===== src/rtl/bpk_pkg.sv =====
package bpk_pkg;

  typedef enum logic [1:0] {
    DIR_IDLE = 2'b00,
    DIR_RD   = 2'b01,
    DIR_WR   = 2'b10,
    DIR_BOTH = 2'b11
  } dir_e;

  localparam logic [3:0] ST_IDLE = 4'h0;
  localparam logic [3:0] ST_DONE = 4'h1;

  localparam int BYTE_W  = 8;
  localparam int LANES   = 4;
  localparam int WORD_W  = BYTE_W * LANES;

endpackage


===== src/rtl/bpk_rst_sync.sv =====
module bpk_rst_sync (
  input  logic clk,
  input  logic rst_n,
  output logic rst_sync_n
);
  logic [1:0] sync_q;

  always_ff @(posedge clk or negedge rst_n) begin
    if (!rst_n) sync_q <= 2'b00;
    else        sync_q <= {sync_q[0], 1'b1};
  end

  assign rst_sync_n = sync_q[1];
endmodule


===== src/rtl/bpk_word_fifo.sv =====
module bpk_word_fifo #(
  parameter int DEPTH = 16,
  parameter int W     = 32,
  localparam int AW   = $clog2(DEPTH)
) (
  input  logic          clk,
  input  logic          rst_n,
  input  logic          push,
  input  logic [W-1:0]  push_data,
  input  logic          pop,
  output logic [W-1:0]  head_data,
  output logic [AW:0]   fill,
  output logic          full,
  output logic          empty
);
  logic [W-1:0]  mem [DEPTH];
  logic [AW-1:0] head_q, head_d;
  logic [AW:0]   len_q, len_d;
  logic          do_push, do_pop;
  logic [AW-1:0] wr_idx;

  assign full   = (len_q == (AW+1)'(DEPTH));
  assign empty  = (len_q == '0);
  assign fill   = len_q;
  assign do_push = push && !full;
  assign do_pop  = pop && !empty;
  assign wr_idx  = head_q + len_q[AW-1:0];

  always_comb begin
    head_d = head_q;
    len_d  = len_q;
    if (do_pop) head_d = head_q + 1'b1;
    len_d = len_q + (AW+1)'(do_push) - (AW+1)'(do_pop);
  end

  always_ff @(posedge clk or negedge rst_n) begin
    if (!rst_n) begin
      head_q <= '0;
      len_q  <= '0;
    end else begin
      head_q <= head_d;
      len_q  <= len_d;
    end
  end

  for (genvar gi = 0; gi < DEPTH; gi++) begin : g_slot
    always_ff @(posedge clk) begin
      if (do_push && (wr_idx == AW'(gi))) mem[gi] <= push_data;
    end
  end

  assign head_data = empty ? '0 : mem[head_q];
endmodule


===== src/rtl/bpk_rx_packer.sv =====
module bpk_rx_packer
  import bpk_pkg::*;
(
  input  logic              clk,
  input  logic              rst_n,
  input  logic              clr,
  input  logic              take,
  input  logic              last,
  input  logic [BYTE_W-1:0] byte_in,
  output logic              push,
  output logic [WORD_W-1:0] word_out
);
  localparam int ACC_W = WORD_W - BYTE_W;
  localparam int CW    = $clog2(LANES);

  logic [ACC_W-1:0] acc_q, acc_d;
  logic [CW-1:0]    cnt_q, cnt_d;
  logic [WORD_W-1:0] merged;
  logic [4:0]        sh;

  assign sh = {cnt_q, 3'b000};

  always_comb begin
    merged = {{BYTE_W{1'b0}}, acc_q};
    merged[sh +: BYTE_W] = byte_in;
  end

  assign push     = take && ((cnt_q == CW'(LANES - 1)) || last);
  assign word_out = merged;

  always_comb begin
    acc_d = acc_q;
    cnt_d = cnt_q;
    if (clr || push) begin
      acc_d = '0;
      cnt_d = '0;
    end else if (take) begin
      acc_d = merged[ACC_W-1:0];
      cnt_d = cnt_q + 1'b1;
    end
  end

  always_ff @(posedge clk or negedge rst_n) begin
    if (!rst_n) begin
      acc_q <= '0;
      cnt_q <= '0;
    end else begin
      acc_q <= acc_d;
      cnt_q <= cnt_d;
    end
  end
endmodule


===== src/rtl/bpk_tx_unpacker.sv =====
module bpk_tx_unpacker
  import bpk_pkg::*;
(
  input  logic              clk,
  input  logic              rst_n,
  input  logic              clr,
  input  logic              load,
  input  logic [WORD_W-1:0] load_word,
  input  logic              shift,
  output logic [BYTE_W-1:0] byte_out,
  output logic              has_byte
);
  localparam int LW = $clog2(LANES) + 1;

  logic [WORD_W-1:0] wd_q, wd_d;
  logic [LW-1:0]     left_q, left_d;

  assign has_byte = (left_q != '0);
  assign byte_out = wd_q[BYTE_W-1:0];

  always_comb begin
    wd_d   = wd_q;
    left_d = left_q;
    if (clr) begin
      wd_d   = '0;
      left_d = '0;
    end else if (load) begin
      wd_d   = load_word;
      left_d = LW'(LANES);
    end else if (shift) begin
      wd_d   = wd_q >> BYTE_W;
      left_d = left_q - 1'b1;
    end
  end

  always_ff @(posedge clk or negedge rst_n) begin
    if (!rst_n) begin
      wd_q   <= '0;
      left_q <= '0;
    end else begin
      wd_q   <= wd_d;
      left_q <= left_d;
    end
  end
endmodule


===== src/rtl/byte_pack_fifo.sv =====
module byte_pack_fifo
  import bpk_pkg::*;
#(
  parameter int DEPTH = 16,
  parameter int SZ_W  = 10,
  parameter int BC_W  = 9,
  localparam int FILL_W = $clog2(DEPTH) + 1
) (
  input  logic              clk,
  input  logic              rst_n,
  input  logic [1:0]        xfer_dir,
  input  logic              data_irq_en,
  input  logic              blk_irq_en,
  input  logic              blksz_wr,
  input  logic [SZ_W-1:0]   blksz_in,
  input  logic              blkcnt_wr,
  input  logic [BC_W-1:0]   blkcnt_in,
  input  logic              data_wr,
  input  logic [31:0]       data_wdata,
  input  logic              data_rd,
  output logic [31:0]       data_rdata,
  input  logic [7:0]        rx_byte,
  input  logic              rx_valid,
  output logic              rx_ready,
  output logic [7:0]        tx_byte,
  output logic              tx_valid,
  input  logic              tx_ready,
  input  logic [2:0]        stat_clr,
  output logic              stat_data,
  output logic              stat_data_irq,
  output logic              stat_blk_irq,
  output logic [FILL_W-1:0] fill_level,
  output logic [3:0]        xfer_state
);
  localparam int CNT_W = SZ_W + BC_W;

  logic rst_i_n;
  bpk_rst_sync u_rst (.clk(clk), .rst_n(rst_n), .rst_sync_n(rst_i_n));

  // direction decode
  logic is_rd, is_wr;
  assign is_rd = (xfer_dir == DIR_RD);
  assign is_wr = (xfer_dir == DIR_WR);

  // counters and flags
  logic [CNT_W-1:0] rem_q, rem_d, load_cnt;
  logic [SZ_W-1:0]  blk_left_q, blk_left_d;
  logic [SZ_W-1:0]  blksz_q, blksz_d;
  logic [3:0]       state_q, state_d;
  logic             f_data_q, f_data_d;
  logic             f_dirq_q, f_dirq_d;
  logic             f_blk_q, f_blk_d;

  // buffer and lane signals
  logic              fifo_push, fifo_pop, fifo_full, fifo_empty;
  logic [WORD_W-1:0] fifo_wdata, fifo_head;
  logic [FILL_W-1:0] fifo_fill;
  logic              pk_push;
  logic [WORD_W-1:0] pk_word;
  logic              up_has;
  logic [BYTE_W-1:0] up_byte;

  logic rem_nz, rx_take, rx_last, tx_fire, eng_pop, eng_push, step, blk_edge, word_evt;

  assign rem_nz   = (rem_q != '0);
  assign rx_ready = is_rd && rem_nz && !fifo_full;
  assign rx_take  = rx_ready && rx_valid;
  assign rx_last  = (rem_q == CNT_W'(1));
  assign tx_valid = is_wr && rem_nz && up_has;
  assign tx_fire  = tx_valid && tx_ready;
  assign eng_pop  = is_wr && rem_nz && !up_has && !fifo_empty;
  assign eng_push = is_rd && pk_push;
  assign step     = rx_take || tx_fire;
  assign blk_edge = tx_fire && (blk_left_q == SZ_W'(1));
  assign word_evt = eng_push || eng_pop;
  assign load_cnt = CNT_W'(blkcnt_in) * CNT_W'(blksz_q);

  assign fifo_push  = is_rd ? pk_push : data_wr;
  assign fifo_wdata = is_rd ? pk_word : data_wdata;
  assign fifo_pop   = is_wr ? eng_pop : data_rd;

  bpk_word_fifo #(.DEPTH(DEPTH), .W(WORD_W)) u_fifo (
    .clk       (clk),
    .rst_n     (rst_i_n),
    .push      (fifo_push),
    .push_data (fifo_wdata),
    .pop       (fifo_pop),
    .head_data (fifo_head),
    .fill      (fifo_fill),
    .full      (fifo_full),
    .empty     (fifo_empty)
  );

  bpk_rx_packer u_pack (
    .clk      (clk),
    .rst_n    (rst_i_n),
    .clr      (blkcnt_wr),
    .take     (rx_take),
    .last     (rx_last),
    .byte_in  (rx_byte),
    .push     (pk_push),
    .word_out (pk_word)
  );

  bpk_tx_unpacker u_unpack (
    .clk       (clk),
    .rst_n     (rst_i_n),
    .clr       (blkcnt_wr),
    .load      (eng_pop),
    .load_word (fifo_head),
    .shift     (tx_fire),
    .byte_out  (up_byte),
    .has_byte  (up_has)
  );

  always_comb begin
    blksz_d    = blksz_wr ? blksz_in : blksz_q;
    rem_d      = rem_q;
    blk_left_d = blk_left_q;
    state_d    = state_q;
    if (blkcnt_wr) begin
      rem_d      = load_cnt;
      blk_left_d = blksz_q;
      if (load_cnt != '0) state_d = ST_IDLE;
    end else if (step) begin
      rem_d      = rem_q - 1'b1;
      blk_left_d = (blk_left_q == SZ_W'(1)) ? blksz_q : blk_left_q - 1'b1;
      if (rx_last) state_d = ST_DONE;
    end
    f_data_d = (f_data_q && !stat_clr[0]) || word_evt;
    f_dirq_d = (f_dirq_q && !stat_clr[1]) || (word_evt && data_irq_en);
    f_blk_d  = (f_blk_q  && !stat_clr[2]) || (blk_edge && blk_irq_en);
  end

  always_ff @(posedge clk or negedge rst_i_n) begin
    if (!rst_i_n) begin
      rem_q      <= '0;
      blk_left_q <= '0;
      blksz_q    <= '0;
      state_q    <= ST_IDLE;
      f_data_q   <= 1'b0;
      f_dirq_q   <= 1'b0;
      f_blk_q    <= 1'b0;
    end else begin
      rem_q      <= rem_d;
      blk_left_q <= blk_left_d;
      blksz_q    <= blksz_d;
      state_q    <= state_d;
      f_data_q   <= f_data_d;
      f_dirq_q   <= f_dirq_d;
      f_blk_q    <= f_blk_d;
    end
  end

  assign data_rdata    = fifo_head;
  assign tx_byte       = up_byte;
  assign stat_data     = f_data_q;
  assign stat_data_irq = f_dirq_q;
  assign stat_blk_irq  = f_blk_q;
  assign fill_level    = fifo_fill;
  assign xfer_state    = state_q;
endmodule


===== config.mk =====
export PLATFORM = sky130hd
export DESIGN_NAME = byte_pack_fifo
export DESIGN_NICKNAME = d
export VERILOG_FILES = /design/src/rtl/bpk_pkg.sv /design/src/rtl/bpk_rst_sync.sv /design/src/rtl/bpk_word_fifo.sv /design/src/rtl/bpk_rx_packer.sv /design/src/rtl/bpk_tx_unpacker.sv /design/src/rtl/byte_pack_fifo.sv
export SDC_FILE = /design/constraint.sdc
export NUM_CORES = 1
export LEC_CHECK = 0
export ABC_AREA = 1
export BUFFER_PORTS_ARGS = -buffer_cell sky130_fd_sc_hd__buf_4
export CAP_MARGIN = 10
export CORE_UTILIZATION = 60
export CTS_BUF_LIST = sky130_fd_sc_hd__clkbuf_16
export DETAILED_ROUTE_END_ITERATION = 10
export MAX_ROUTING_LAYER = met4
export PLACE_DENSITY_LB_ADDON = 0.25
export SLEW_MARGIN = 10
export SYNTH_ARGS = -nofsm -noshare
export SYNTH_HDL_FRONTEND = slang
export SYNTH_SLANG_ARGS = --single-unit

===== constraint.sdc =====
create_clock -name clk -period 5 [get_ports clk]
set_clock_uncertainty 0.05 [all_clocks]
set_input_delay 1.25 -clock clk [delete_from_list [all_inputs] [get_ports clk]]
set_output_delay 1.25 -clock clk [all_outputs]
set_load 0.005 [all_outputs]

=== Yosys cells after proc, flatten, opt, wreduce, memory -nomap -nowiden ===
Memories as Yosys holds them, arrays and structs flattened.
Cells that the tools add are included.

* Register bits: 118
* Memory bits (writable): 512
* Input bits: 74
* Output and inout bits: 54
* Logic and storage cells: 222
* Memories kept: 1

{| class="wikitable"
|+ Memory list
! memory !! words !! width !! rd ports !! clocked after memory_dff !! write ports !! line !! text
|-
| u_fifo.mem || 16 || 32 || 1 || 0 || 1 || bpk_word_fifo.sv:16 || <nowiki>logic [W-1:0] mem [DEPTH];</nowiki>
|}

* $add $sub $neg: 9
* $mul: 1
* Equal/unequal tests: 22
* Shift-type cells: 2
* Multiplexer cells: 101
* Reductions and logical operators: 72

{| class="wikitable"
|+ Operators by type and width
! operator !! number
|-
| 2-to-1 mux 32 bit || 20
|-
| OR reduction 32 bit || 15
|-
| 2-to-1 mux 4 bit || 19
|-
| 2-to-1 mux 1 bit || 49
|-
| 2-to-1 mux 24 bit || 2
|-
| 2-to-1 mux 19 bit || 2
|-
| nonzero test 19 bit || 2
|-
| logical AND 1 bit || 34
|-
| bitwise mux 32 bit || 1
|-
| equality test 4 bit (second input constant) || 8
|-
| variable shift 8 x 7 -> 32 bit (first input constant) || 1
|-
| variable part select 8 x 7 -> 32 bit || 1
|-
| 2-to-1 mux 10 bit || 3
|-
| equality test 19 x 1 -> 1 bit (second input constant) || 1
|-
| multiplier 9 x 10 -> 19 bit || 1
|-
| subtractor 19 x 1 -> 19 bit (second input constant) || 1
|-
| equality test 4 x 3 -> 1 bit (second input constant) || 4
|-
| equality test 10 x 1 -> 1 bit (second input constant) || 1
|-
| subtractor 10 x 1 -> 10 bit (second input constant) || 1
|-
| 2-to-1 mux 3 bit || 3
|-
| equality test 4 x 2 -> 1 bit (second input constant) || 2
|-
| logical OR 1 bit || 7
|-
| negation 5 -> 7 bit || 1
|-
| zero test 1 bit || 6
|-
| 17 further kinds || 22
|}

=== Logic depth before layout (Yosys ltp) ===
* Depth in word-level cells: 26
* Gate-level depth with buffers: 25

=== By module ===
A second synthesis with hierarchy kept.

* Cell total of the unflattened synthesis: 3,211
* Area total of the unflattened synthesis: 31,066.0 um2

{| class="wikitable"
|+ Modules (own cells, without submodules)
! module !! times used !! cells each !! area each (um2)
|-
| bpk_word_fifo || 1 || 1,773 || 21,339.2
|-
| byte_pack_fifo || 1 || 960 || 6,319.8
|-
| bpk_tx_unpacker || 1 || 246 || 1,819.2
|-
| bpk_rx_packer || 1 || 229 || 1,534.0
|-
| bpk_rst_sync || 1 || 3 || 53.8
|}

=== Least setup slack after synthesis ===
No wires, ideal clock.

* Kind: in2reg
* Start: in blkcnt_in[0]
* End: reg state_q[0] (netlist: xfer_state[0])
* Library setup time: 0.078 ns
* Arrival: 5.063 ns
* Required time: 4.872 ns
* Path slack: -0.191 ns
* Stages: 20
* Cells stage by stage: clkbuf_1 -> nand2_1 -> fa_1 -> inv_1 -> fa_1 -> inv_1 -> fa_1 -> fa_1 -> inv_1 -> ha_1 -> or2_2 -> nand3_1 -> nand2_1 -> nand2_1 -> nand3b_1 -> nand2_1 -> nand2_1 -> nor2_1 -> nand3_1 -> a21oi_1

* Longest elaborated chain between the ends: 4

{| class="wikitable"
|+ RTL lines
! item !! line !! text
|-
| start: declaration || byte_pack_fifo.sv:17 || <nowiki>input logic [BC_W-1:0] blkcnt_in,</nowiki>
|-
| multiplier 9 x 10 -> 19 bit || byte_pack_fifo.sv:76 || <nowiki>assign load_cnt = CNT_W'(blkcnt_in) * CNT_W'(blksz_q);</nowiki>
|-
| nonzero test 19 bit || byte_pack_fifo.sv:124 || <nowiki>if (load_cnt != '0) state_d = ST_IDLE;</nowiki>
|-
| inequality test 2 x 1 -> 1 bit (no line) || - ||
|-
| AND reduction 3 bit (no line) || - ||
|-
| end signal: assignment || byte_pack_fifo.sv:148 || <nowiki>state_q <= state_d;</nowiki>
|-
| end: declaration || byte_pack_fifo.sv:49 || <nowiki>logic [3:0] state_q, state_d;</nowiki>
|}

No other way between the ends.
A chain may end at the register's enable or synchronous reset.

=== Final worst setup path ===
* Start: in blkcnt_in[0]
* End: reg rem_q[18]

* Longest elaborated chain between the ends: 2

{| class="wikitable"
|+ RTL lines
! item !! line !! text
|-
| multiplier 9 x 10 -> 19 bit || byte_pack_fifo.sv:76 ||
|-
| 2-to-1 mux 19 bit || byte_pack_fifo.sv:121 || <nowiki>if (blkcnt_wr) begin</nowiki>
|-
| end signal: assignment || byte_pack_fifo.sv:145 || <nowiki>rem_q <= rem_d;</nowiki>
|-
| end: declaration || byte_pack_fifo.sv:46 || <nowiki>logic [CNT_W-1:0] rem_q, rem_d, load_cnt;</nowiki>
|}

No other way between the ends.

==> flow_summary_export.csv <==
group,metric,value,unit
outcome,outcome,"finished, final reports clean",
floorplanning,placeableCoreArea,0.0500,mm²
timing,slew_headroom,22.7,%
synth,post_synthesis_sequential_element_count,627,
cts,cts_hold_repair.buffers,0,
critical_path,crit_path_top_delay_cell,"fa_1",
cts,cts_repair_resize_count,0,
route,dr_pass1_iterations,6,
route,detailedRoute.firstIterationViolations,2450,
route,wire_per_inst,21.8,µm
route,antenna_violating_nets_post_route,0,
finish,finalNetCount,3262,
finish,drive_gt1_share,12.7,%
placement,dp.cells,3671,
timing,period_minus_slack,4.59,ns
synth,yosysWarningCount,0,
route,vias,22550,
run,maximum_capacitance_violations,0,
timing,maxClockFrequency,218,MHz
placement,port_buffers,124,
synth,ys_async_sr_fraction,18.3,%
cts,clk_path_buf_depth,3,
timing,max_slew.worst_pin.slew,1.15,ns
grt,remaining_overflow_grt,0,
critical_path,crit_path_frequent_cell,"nand2_1",
critical_path,buffer_and_inverter_count_on_the_worst_path,4,
critical_path,worstPathArrival,5.00,ns
cts,cts_tree,"done",
grt,groute.usage.overall,33.7,%
placement,place_worst_setup_slack,-0.186,ns
critical_path,crit_chain,"buf_4 -> nand2_1 -> fa_1 -> inv_1 -> fa_1 -> fa_1 -> inv_1 -> fa_1 -> inv_1 -> ha_1 -> a21oi_1 -> nand2_1 -> nand3_1 -> nand2_1 -> nand2_1 -> nand2_1 -> o211ai_1 -> o21ai_1",
critical_path,crit_path_start_kind,"input pin",
placement,detailed_place_hpwl,50900,µm
cts,cts_htree_levels,3,
cts,clk-insertion-delay-late,0.60,ns
cts,postCtsSetupRepairBufs,0,
critical_path,critical_path.max_stage_delay,0.54,ns
timing,worst_slack,0.409,ns
timing,finalHoldViolCount,0,
grt,first_global_vias,21713,
synth,sequential_share_of_the_synthesized_area,60.2,%
cts,cts-buffers-inserted,66,
power_and_ir_drop,vdd_ir_drop_max,0.000566,V
route,drt_wirelength,82500,µm
floorplanning,num_io_pins,128,
cts,ctsRootBufferMaster,"clkbuf_16",
grt,grt_start_max_net_pins,106,
synth,synth_enable_flop_cells,512,
timing,post-route-period-util,91.8,%
finish,layoutNonFillerInstCount,3792,
synth,synth_area_per_cell,10.3,µm²
timing,final.hold.worst_slack,0.261,ns
route,drt-vias-per-instance,5.95,
critical_path,cp_top_family,"adder cells",
timing,final_number_of_setup_violating_endpoints,0,
critical_path,critical_path_class,"in2reg",
synth,primary_ff_master_synth,"edfxtp_1",
critical_path,endpoint_kind,"flop",
grt,grt_first_pass_wirelength,125000,µm
critical_path,cp_data_required_time,5.41,ns
floorplanning,die_h,227,µm
cts,worst_setup_hold_path_clk_slew,0.06,ns
finish,areaGrowthSynthToFinish,13.6,%
cts,numClockSinks,627,
grt,number_of_antenna_violations_at_the_first_check_in_global_routing,1,
power_and_ir_drop,power_leakage,14.2,nW
critical_path,path_max_fanout,4,
synth,post_synth_instance_area,0.0303,mm²
min_path,holdCritPathClass,"reg2async",
route,detail_route.drc_violations,0,
synth,yosysUniqueCellTypes,50,
floorplanning,die_area,0.0514,mm²
floorplanning,dieWidth,227,µm
timing,rsz0062_at_grt,"false",
timing,slew_limit_fails,0,
floorplanning,initial_utilization,60.7,%
power_and_ir_drop,power.density,609,mW/mm²
placement,routabilityCongestion,0.894,
synth,synthesis.instances,2942,
floorplanning,placement_rows,82,
==> through the flow <==
step / setup TNS, ns / power, mW / cell area [µm²] / utilization, %
floorplan: 0 / 12.6 / 30300 / -
global placement: -0.797 / 15.9 / 32300 / 64.7
detailed placement: -1.22 / 16.1 / 32300 / 64.7
CTS: 0 / 20.9 / 34500 / 69.0
global route: 0 / 22.1 / 34500 / 69.0
finish: 0 / 21.0 / 34500 / 69.0
==> worst paths after layout <==
check                                 from               end  slack [ns]  depth (start not counted)
setup / recovery              blkcnt_in[0]         rem_q[18]        0.41                         18
hold / removal             u_rst.sync_q[1]  u_pack.acc_q[17]        0.26                          0
setup reg to reg                blksz_q[5]         rem_q[18]        0.50                         18
hold reg to reg            u_rst.sync_q[1]  u_pack.acc_q[17]        0.26                          0
max in group asynchronous  u_rst.sync_q[1]  u_fifo.head_q[0]        3.34                          1
min in group clk           u_rst.sync_q[0]   u_rst.sync_q[1]        0.31                          0
==> synthesized netlist by cell type, types with 4 or more instances <==
master       n  area, µm²
a21oi_1    103        515
a221oi_1    11       96.3
a31oi_1      6       37.5
buf_1        9       33.8
buf_2       53        265
buf_4       27        203
buf_6        7       78.8
clkbuf_1    71        267
dfrtp_1    115       2880
edfxtp_1   512      15400
fa_1        59       1180
ha_1        62        776
inv_1      297       1110
inv_2       10       37.5
mux2_2       4       45.0
nand2_1    693       2600
nand2_2      5       31.3
nand3_1    138        691
nand3b_1     4       30.0
nand4_1     31        194
nor2_1     266        998
nor2_2       9       56.3
o2111ai_1   24        210
o211ai_1    21        158
o211ai_2     7       87.6
o21ai_0    206       1030
o21ai_1     38        190
o221ai_1     5       43.8
o22ai_1     63        394
o31ai_1      6       45.0
or2_0        4       25.0
or2_1       12       75.1
or2_2       17        106
xnor2_1      8       70.1
xor2_1      19        166
==> metal layers <==
| layer | vias to the layer above | track usage (%) | share of wire [%] |
|---|---|---|---|
| met1 | 10828 | 43.7 | 39 |
| met3 | 212 | 5.97 | 10 |
| met2 | 1329 | 52.5 | 47 |
| li1 | 10181 | - | - |
| met5 | - | - | 0 |
| met4 | 0 | 14.2 | 4.1 |
==> power breakdown <==
group / switching, mW / internal (mW) / leakage (nW)
clock network: 1.99 / 2.79 / 1.08
registers: 0.487 / 6.83 / 6.14
logic: 5.82 / 3.08 / 7.02
==> state kept, by name (all words and copies together) (netlist names) <==
name / cells
u_fifo.mem: 512
u_unpack.wd_q: 32
u_pack.acc_q: 24
rem_q: 19
blk_left_q: 10
blksz_q: 10
u_fifo.fill: 5
u_fifo.head_q: 4
u_unpack.left_q: 3
u_pack.cnt_q: 2
u_rst.sync_q: 2
stat_blk_irq: 1
stat_data: 1
stat_data_irq: 1
xfer_state: 1
==> kinds of logic after synthesis <==
group                    count (synthesis)  share of synthesized area, %
XOR/XNOR                                27                         0.780
buffers and inverters                  476                          6.63
AO/OA/AOI/OAI                          493                          9.37
other                                    2                        0.0248
flip-flops                             627                          60.2
multiplexers                             4                         0.149
AND/OR/NAND/NOR                       1192                          16.4
adder cells (fa/ha/maj)                121                          6.45
==> cells in the final DEF (no fill, tap or decap), types with 38 or more instances in the layout <==
cell type / n
dfrtp_1: 111
fa_1: 59
clkbuf_16: 70
edfxtp_1: 512
o21ai_0: 206
buf_4: 207
o21ai_1: 38
inv_1: 311
ha_1: 61
a21oi_1: 103
nand2_1: 693
nor2_1: 249
nand3_1: 138
o22ai_1: 63
==> area by class of cell <==
type	count	area, µm²
inverter	309	1170
fill	3603	15500
antenna	1	2.50
tap	672	841
timing repair buffer	222	1850
clock inverter	50	365
sequential	627	18300
clock buffer	70	1750
multi-input combinational	1841	10200
Note: power is estimated with default switching activity, not from simulation.
